===== src/rtl/cpu_irq_seq_pkg.sv =====
package cpu_irq_seq_pkg;

    typedef enum logic [3:0] {
        ST_IDLE,
        ST_DUMMY1,
        ST_DUMMY2,
        ST_PUSH_H,
        ST_PUSH_L,
        ST_PUSH_P,
        ST_VEC_L,
        ST_VEC_H,
        ST_HALT
    } seq_state_t;

    typedef enum logic [1:0] {
        SRC_IRQ,
        SRC_NMI,
        SRC_RESET
    } entry_src_t;

endpackage


===== src/rtl/irqseq_reset_gate.sv =====
module irqseq_reset_gate #(
    parameter int GRACE = 2
) (
    input  logic clk,
    input  logic arst_n,
    input  logic res_n,
    output logic halt_now
);
    localparam int CW = $clog2(GRACE + 1);

    logic [CW-1:0] low_cnt;

    // consecutive low samples of the reset pin, saturating at GRACE
    always_ff @(posedge clk or negedge arst_n) begin
        if (!arst_n) begin
            low_cnt <= CW'(GRACE);
        end else if (res_n) begin
            low_cnt <= '0;
        end else if (low_cnt < CW'(GRACE)) begin
            low_cnt <= low_cnt + 1'b1;
        end
    end

    assign halt_now = !res_n && (low_cnt >= CW'(GRACE - 1));

endmodule


===== src/rtl/irqseq_nmi_latch.sv =====
module irqseq_nmi_latch #(
    parameter int REARM = 2
) (
    input  logic clk,
    input  logic arst_n,
    input  logic nmi_n,
    input  logic take,
    output logic pend
);
    localparam int CW = $clog2(REARM + 1);

    logic [CW-1:0] hi_cnt;

    always_ff @(posedge clk or negedge arst_n) begin
        if (!arst_n) begin
            hi_cnt <= '0;
            pend   <= 1'b0;
        end else begin
            if (nmi_n) begin
                if (hi_cnt < CW'(REARM)) hi_cnt <= hi_cnt + 1'b1;
            end else begin
                hi_cnt <= '0;
            end

            if (!nmi_n && (hi_cnt >= CW'(REARM))) begin
                pend <= 1'b1;
            end else if (take) begin
                pend <= 1'b0;
            end
        end
    end

endmodule


===== src/rtl/irqseq_fsm.sv =====
module irqseq_fsm
    import cpu_irq_seq_pkg::*;
#(
    parameter int ADDR_W     = 16,
    parameter int DATA_W     = 8,
    parameter int STACK_PAGE = 1
) (
    input  logic              clk,
    input  logic              arst_n,
    input  logic              halt_now,
    input  logic              res_n,
    input  logic              rdy,
    input  logic              insn_done,
    input  logic              nmi_pend,
    input  logic              irq_req,
    input  logic [ADDR_W-1:0] pc_in,
    input  logic [DATA_W-1:0] status_in,
    input  logic [DATA_W-1:0] sp_in,
    input  logic [DATA_W-1:0] data_in,
    output logic              nmi_take,
    output logic [ADDR_W-1:0] addr,
    output logic [DATA_W-1:0] dout,
    output logic              rw,
    output logic              bus_oe,
    output logic              seq_active,
    output logic              halted,
    output logic [ADDR_W-1:0] pc_out,
    output logic              pc_load,
    output logic [DATA_W-1:0] sp_out,
    output logic              sp_load,
    output logic              set_i
);
    localparam int PAGE_W = ADDR_W - DATA_W;
    localparam logic [ADDR_W-1:0] VEC_IRQ_A = {ADDR_W{1'b1}} - ADDR_W'(1);
    localparam logic [ADDR_W-1:0] VEC_RES_A = {ADDR_W{1'b1}} - ADDR_W'(3);
    localparam logic [ADDR_W-1:0] VEC_NMI_A = {ADDR_W{1'b1}} - ADDR_W'(5);

    seq_state_t        state_q, state_d;
    entry_src_t        src_q, src_d;
    logic [DATA_W-1:0] sp_q, sp_d;
    logic [DATA_W-1:0] vlo_q, vlo_d;

    logic              is_reset;
    logic              push_go;
    logic [ADDR_W-1:0] stack_addr;
    logic [ADDR_W-1:0] vec_base;

    assign is_reset   = (src_q == SRC_RESET);
    assign push_go    = rdy || !is_reset;
    assign stack_addr = {PAGE_W'(STACK_PAGE), sp_q};

    always_comb begin
        unique case (src_q)
            SRC_NMI:   vec_base = VEC_NMI_A;
            SRC_RESET: vec_base = VEC_RES_A;
            default:   vec_base = VEC_IRQ_A;
        endcase
    end

    // state register
    always_ff @(posedge clk or negedge arst_n) begin
        if (!arst_n) begin
            state_q <= ST_HALT;
            src_q   <= SRC_RESET;
            sp_q    <= '0;
            vlo_q   <= '0;
        end else begin
            state_q <= state_d;
            src_q   <= src_d;
            sp_q    <= sp_d;
            vlo_q   <= vlo_d;
        end
    end

    // next state
    always_comb begin
        state_d  = state_q;
        src_d    = src_q;
        sp_d     = sp_q;
        vlo_d    = vlo_q;
        nmi_take = 1'b0;
        if (halt_now) begin
            state_d = ST_HALT;
        end else begin
            unique case (state_q)
                ST_IDLE: begin
                    if (insn_done && (nmi_pend || irq_req)) begin
                        state_d  = ST_DUMMY1;
                        sp_d     = sp_in;
                        src_d    = nmi_pend ? SRC_NMI : SRC_IRQ;
                        nmi_take = nmi_pend;
                    end
                end
                ST_HALT: begin
                    if (res_n) begin
                        state_d = ST_DUMMY1;
                        src_d   = SRC_RESET;
                        sp_d    = sp_in;
                    end
                end
                ST_DUMMY1: if (rdy) state_d = ST_DUMMY2;
                ST_DUMMY2: if (rdy) state_d = ST_PUSH_H;
                ST_PUSH_H: begin
                    if (push_go) begin
                        state_d = ST_PUSH_L;
                        sp_d    = sp_q - 1'b1;
                    end
                end
                ST_PUSH_L: begin
                    if (push_go) begin
                        state_d = ST_PUSH_P;
                        sp_d    = sp_q - 1'b1;
                    end
                end
                ST_PUSH_P: begin
                    if (push_go) begin
                        state_d = ST_VEC_L;
                        sp_d    = sp_q - 1'b1;
                    end
                end
                ST_VEC_L: begin
                    if (rdy) begin
                        state_d = ST_VEC_H;
                        vlo_d   = data_in;
                    end
                end
                ST_VEC_H: if (rdy) state_d = ST_IDLE;
                default:  state_d = ST_IDLE;
            endcase
        end
    end

    // outputs
    always_comb begin
        addr       = pc_in;
        dout       = '0;
        rw         = 1'b1;
        bus_oe     = 1'b1;
        seq_active = 1'b1;
        halted     = 1'b0;
        pc_load    = 1'b0;
        sp_load    = 1'b0;
        set_i      = 1'b0;
        pc_out     = ADDR_W'({data_in, vlo_q});
        sp_out     = sp_q;
        unique case (state_q)
            ST_IDLE: seq_active = 1'b0;
            ST_HALT: begin
                bus_oe = 1'b0;
                halted = 1'b1;
                addr   = '0;
            end
            ST_DUMMY1, ST_DUMMY2: addr = pc_in;
            ST_PUSH_H: begin
                addr = stack_addr;
                dout = DATA_W'(pc_in[ADDR_W-1:DATA_W]);
                rw   = is_reset;
            end
            ST_PUSH_L: begin
                addr = stack_addr;
                dout = pc_in[DATA_W-1:0];
                rw   = is_reset;
            end
            ST_PUSH_P: begin
                addr = stack_addr;
                dout = status_in;
                rw   = is_reset;
            end
            ST_VEC_L: addr = vec_base;
            ST_VEC_H: begin
                addr    = vec_base | ADDR_W'(1);
                pc_load = rdy;
                sp_load = rdy;
                set_i   = rdy;
            end
            default: seq_active = 1'b0;
        endcase
    end

endmodule


===== src/rtl/cpu_irq_sequencer.sv =====
module cpu_irq_sequencer
    import cpu_irq_seq_pkg::*;
#(
    parameter int ADDR_W      = 16,
    parameter int DATA_W      = 8,
    parameter int STACK_PAGE  = 1,
    parameter int RESET_GRACE = 2,
    parameter int NMI_REARM   = 2
) (
    input  logic              clk,
    input  logic              arst_n,
    input  logic              res_n,
    input  logic              nmi_n,
    input  logic              irq_n,
    input  logic              rdy,
    input  logic              insn_done,
    input  logic              i_flag,
    input  logic [ADDR_W-1:0] pc_in,
    input  logic [DATA_W-1:0] status_in,
    input  logic [DATA_W-1:0] sp_in,
    input  logic [DATA_W-1:0] data_in,
    output logic [ADDR_W-1:0] addr,
    output logic [DATA_W-1:0] dout,
    output logic              rw,
    output logic              bus_oe,
    output logic              seq_active,
    output logic              halted,
    output logic [ADDR_W-1:0] pc_out,
    output logic              pc_load,
    output logic [DATA_W-1:0] sp_out,
    output logic              sp_load,
    output logic              set_i
);
    logic halt_now;
    logic nmi_pend;
    logic nmi_take;
    logic irq_req;

    assign irq_req = !irq_n && !i_flag;

    irqseq_reset_gate #(.GRACE(RESET_GRACE)) u_gate (
        .clk      (clk),
        .arst_n   (arst_n),
        .res_n    (res_n),
        .halt_now (halt_now)
    );

    irqseq_nmi_latch #(.REARM(NMI_REARM)) u_nmi (
        .clk    (clk),
        .arst_n (arst_n),
        .nmi_n  (nmi_n),
        .take   (nmi_take),
        .pend   (nmi_pend)
    );

    irqseq_fsm #(
        .ADDR_W     (ADDR_W),
        .DATA_W     (DATA_W),
        .STACK_PAGE (STACK_PAGE)
    ) u_fsm (
        .clk        (clk),
        .arst_n     (arst_n),
        .halt_now   (halt_now),
        .res_n      (res_n),
        .rdy        (rdy),
        .insn_done  (insn_done),
        .nmi_pend   (nmi_pend),
        .irq_req    (irq_req),
        .pc_in      (pc_in),
        .status_in  (status_in),
        .sp_in      (sp_in),
        .data_in    (data_in),
        .nmi_take   (nmi_take),
        .addr       (addr),
        .dout       (dout),
        .rw         (rw),
        .bus_oe     (bus_oe),
        .seq_active (seq_active),
        .halted     (halted),
        .pc_out     (pc_out),
        .pc_load    (pc_load),
        .sp_out     (sp_out),
        .sp_load    (sp_load),
        .set_i      (set_i)
    );

endmodule


===== config.mk =====
export PLATFORM = sky130hd
export DESIGN_NAME = cpu_irq_sequencer
export DESIGN_NICKNAME = d
export VERILOG_FILES = /design/src/rtl/cpu_irq_seq_pkg.sv /design/src/rtl/irqseq_reset_gate.sv /design/src/rtl/irqseq_nmi_latch.sv /design/src/rtl/irqseq_fsm.sv /design/src/rtl/cpu_irq_sequencer.sv
export SDC_FILE = /design/constraint.sdc
export NUM_CORES = 1
export LEC_CHECK = 0
export ABC_AREA = 0
export BUFFER_PORTS_ARGS = -buffer_cell sky130_fd_sc_hd__buf_4
export CAP_MARGIN = 20
export CORE_MARGIN = 2
export CORE_UTILIZATION = 40
export DETAILED_ROUTE_END_ITERATION = 6
export GPL_ROUTABILITY_DRIVEN = 0
export PLACE_DENSITY = 0.69
export REMOVE_ABC_BUFFERS = 1
export SYNTH_ARGS = -nofsm -noshare
export SYNTH_HDL_FRONTEND = slang
export SYNTH_SLANG_ARGS = --single-unit

===== constraint.sdc =====
create_clock -name clk -period 2 [get_ports clk]
set_input_delay 0.1 -clock clk [delete_from_list [all_inputs] [get_ports clk]]
set_output_delay 0.1 -clock clk [all_outputs]
set_load 0.05 [all_outputs]

==> load_flow_metrics.sql <==
INSERT INTO impl_metrics (metric_group, metric, value, unit) VALUES
('placement', 'dpl.cell_count', '429', ''),
('clock_network', 'cts_inserted_buffers', '3', ''),
('worst_setup_path', 'cpPeakStageDelay', '0.44', 'ns'),
('timing', 'hold-worst-slack', '0.00826', 'ns'),
('drt', 'wirelength', '7350', 'um'),
('logic_synthesis', 'area_fraction_of_the_dominant_cell_type_after_synthesis', '27.3', '%'),
('pwr', 'total_leakage_power', '0.00168', 'uW'),
('global_route', 'grt_overflow_total', '0', ''),
('final_layout', 'number_of_fillers_in_the_final_layout', '487', ''),
('worst_setup_path', 'reg_to_reg_setup_timing_slack', '0.03', 'ns'),
('logic_synthesis', 'synth_commonest_cells', 'sky130_fd_sc_hd__nor2_1, sky130_fd_sc_hd__dfrtp_1, sky130_fd_sc_hd__nand2_1', ''),
('floorplan', 'start_util', '40.7', '%'),
('worst_setup_path', 'cells_traversed_along_the_worst_timing_path', 'buf_8 > nor3_4 > nand2_2 > o21a_1 > a222oi_1 > inv_1 > buf_6', ''),
('logic_synthesis', 'synth_most_common_cell', 'sky130_fd_sc_hd__nor2_1', ''),
('timing', 'maxSlewViolCount', '0', ''),
('placement', 'port-buffer-count', '102', ''),
('clock_network', 'cts-root-to-sink-buffers', '2', ''),
('drt', 'drc_errors', '0', ''),
('timing', 'worst_slew_margin_rel', '69.6', '%'),
('timing', 'totalNegativeSetupSlack', '-0.0136', 'ns'),
('drt', 'iteration_0_drc_markers', '166', ''),
('worst_setup_path', 'worstPathRequired', '1.90', 'ns'),
('hold_path', 'timing.hold.worst.class', 'in -> reg', ''),
('timing', 'setup_viol', '2', ''),
('logic_synthesis', 'synth_edf_count', '0', ''),
('final_layout', 'stdcell_count', '449', ''),
('pwr', 'peak_vdd_ir', '0.898', 'mV'),
('global_route', 'grt_util_all_layers', '22.9', '%'),
('final_layout', 'antenna-diode-count', '0', ''),
('logic_synthesis', 'largest_cells_by_area_after_synthesis', 'sky130_fd_sc_hd__dfrtp_1, sky130_fd_sc_hd__nor2_1, sky130_fd_sc_hd__mux2_2', ''),
('final_layout', 'finalNetCount', '429', ''),
('floorplan', 'die_width', '78.2', 'um'),
('global_route', 'maximum_number_of_pins_on_one_net_before_global_route_repair', '28', ''),
('logic_synthesis', 'syn_avg_cell_area', '8.41', 'um2'),
('drt', 'routed_via_density', '5.55', ''),
('job', 'max_cap_viol_count', '0', ''),
('outcome', 'failed_checks', 'negative setup slack', ''),
('worst_setup_path', 'biggest_fanout_along_the_worst_timing_path', '5', ''),
('clock_network', 'clkSlewWorstSetupHoldPaths', '0.09', 'ns'),
('logic_synthesis', 'ys_seq_area_share', '30.9', '%'),
('timing', 'worstMarginPinSlew', '0.456', 'ns'),
('placement', 'dpl_worst_slack', '0.0567', 'ns'),
('clock_network', 'clock-sinks', '27', ''),
('worst_setup_path', 'timing.critical_path.arrival', '1.91', 'ns'),
('pwr', 'power_density', '1870', 'mW/mm2'),
('logic_synthesis', 'postSynth.topFlopCell', 'sky130_fd_sc_hd__dfrtp_1', ''),
('clock_network', 'cts_root_buffer', 'sky130_fd_sc_hd__clkbuf_8', ''),
('worst_setup_path', 'startpoint_type', 'flop', ''),
('floorplan', 'num_rows', '27', ''),
('worst_setup_path', 'startpoint', 'u_fsm.state_q[1]', ''),
('global_route', 'antenna_found_initial', '0', ''),
('outcome', 'status', 'complete, but fails checks', ''),
('global_route', 'first_global_vias', '2300', ''),
('logic_synthesis', 'number_of_warnings_issued_by_yosys', '0', ''),
('logic_synthesis', 'post_synthesis_instance_total', '262', ''),
('timing', 'period_share', '101', '%'),
('worst_setup_path', 'worst_setup_path_end_kind', 'output port', ''),
('floorplan', 'ios', '103', ''),
('logic_synthesis', 'asyncSetResetFlopFracSynth', '100', '%'),
('worst_setup_path', 'critical-path-slowest-cell', 'sky130_fd_sc_hd__dfrtp_2', ''),
('worst_setup_path', 'rr_startpoint', 'u_fsm.state_q[3]', ''),
('final_layout', 'area_growth_syn_to_layout', '52.9', '%'),
('logic_synthesis', 'yosys.cell_types.count', '63', ''),
('timing', 'layout_min_cycle_time', '2.01', 'ns'),
('clock_network', 'insertion_delay', '0.27', 'ns'),
('timing', 'worst_slack', '-0.0103', 'ns'),
('floorplan', 'chipHeight', '78.2', 'um'),
('drt', 'antenna_left', '0', ''),
('drt', 'drt-wirelength-per-cell', '16.4', 'um'),
('worst_setup_path', 'worst-setup-path-type', 'reg -> out', ''),
('logic_synthesis', 'synth_largest_area_cell', 'sky130_fd_sc_hd__dfrtp_1', '');
[area by class of cell]
cell class                 instances  area, um2  share of cell area (%)
sequential                        27        683                    20.3
inverter                          20       75.1                    2.23
clock buffer                       4       45.0                    1.34
multi-input combinational        188       1310                    39.0
tap                               72       90.1                    2.68
timing repair buffer             138       1160                    34.5
[registers in the layout, summed over array words and instances, names as in the netlist]
register / flops
u_fsm.sp_out: 8
u_nmi.pend: 1
u_fsm.src_q: 2
u_fsm.state_q: 4
u_fsm.vlo_q: 8
u_gate.low_cnt: 2
u_nmi.hi_cnt: 2
[worst paths after layout]
| check | to | cells past startpoint |
|---|---|---|
| max | addr[1] | 7 |
| min | u_fsm.state_q[3] | 2 |
| max reg2reg | u_fsm.sp_out[0] | 7 |
| min reg2reg | u_fsm.src_q[0] | 1 |
| max in group asynchronous | u_fsm.state_q[3] | 2 |
| min in group asynchronous | u_nmi.hi_cnt[1] | 2 |
[where the power goes]
part	switching [uW]	internal, uW
clock	172	143
combinational	3010	1880
sequential	266	818
total	3450	2840
[per-layer routing]
layer	share of wire [%]	vias up	GRT usage, %	routed length, um
met5	0	-	0	0
met4	0.80	0	4.74	59
met3	9.1	7	5.29	671
met2	49	127	39.4	3590
met1	41	1186	29.5	3030
li1	-	1170	-	-
[stage by stage]
step / cell area (um2) / util, % / power [uW]
after floorplan: 2020 / - / 4040
after global placement: 3040 / 56.3 / 5450
after detailed placement: 3040 / 56.3 / 5520
after CTS: 3220 / 59.6 / 6010
after global routing: 3370 / 62.3 / 6670
final: 3370 / 62.3 / 6290
[logic make-up (layout without fill, tap and decap cells)]
| family | after synthesis | in the layout | synth area share [%] |
|---|---|---|---|
| multiplexers | 10 | 10 | 5.11 |
| buffers and inverters | 47 | 162 | 11.5 |
| AND/OR/NAND/NOR | 88 | 88 | 19.9 |
| AO/OA/AOI/OAI | 84 | 84 | 29.7 |
| adder cells (fa/ha/maj) | 3 | 3 | 1.70 |
| flip-flops | 27 | 27 | 30.9 |
| XOR/XNOR | 3 | 3 | 1.19 |
[what timing repair did]
item,4_1_cts,5_1_grt
pin swaps,8,18
endpoints found under the hold margin,24,0
hold buffers,1,0
endpoints found under the setup margin,18,31
resized for setup,20,22
buffers inserted,8,7
[critical path: cells and delay by family (launching register included)]
kind            cells  cell delay [ns]
simple gates        2             0.26
flops               1             0.44
buf+inv             3             0.41
compound gates      2             0.52
[layout by cell type, fill, tap and decap left out, types with 4 or more instances in the layout]
cell type / count
sky130_fd_sc_hd__inv_1: 19
sky130_fd_sc_hd__o22ai_1: 12
sky130_fd_sc_hd__nand2_1: 20
sky130_fd_sc_hd__nor2_1: 34
sky130_fd_sc_hd__dfrtp_1: 21
sky130_fd_sc_hd__buf_6: 22
sky130_fd_sc_hd__a21o_1: 8
sky130_fd_sc_hd__buf_4: 111
sky130_fd_sc_hd__a21oi_1: 16
sky130_fd_sc_hd__mux2_2: 9
sky130_fd_sc_hd__nor3_1: 4
sky130_fd_sc_hd__nand3_1: 6
sky130_fd_sc_hd__o2bb2ai_1: 5
sky130_fd_sc_hd__o21ai_1: 4
sky130_fd_sc_hd__a222oi_1: 9
Note: power is estimated with default switching activity, not from simulation.
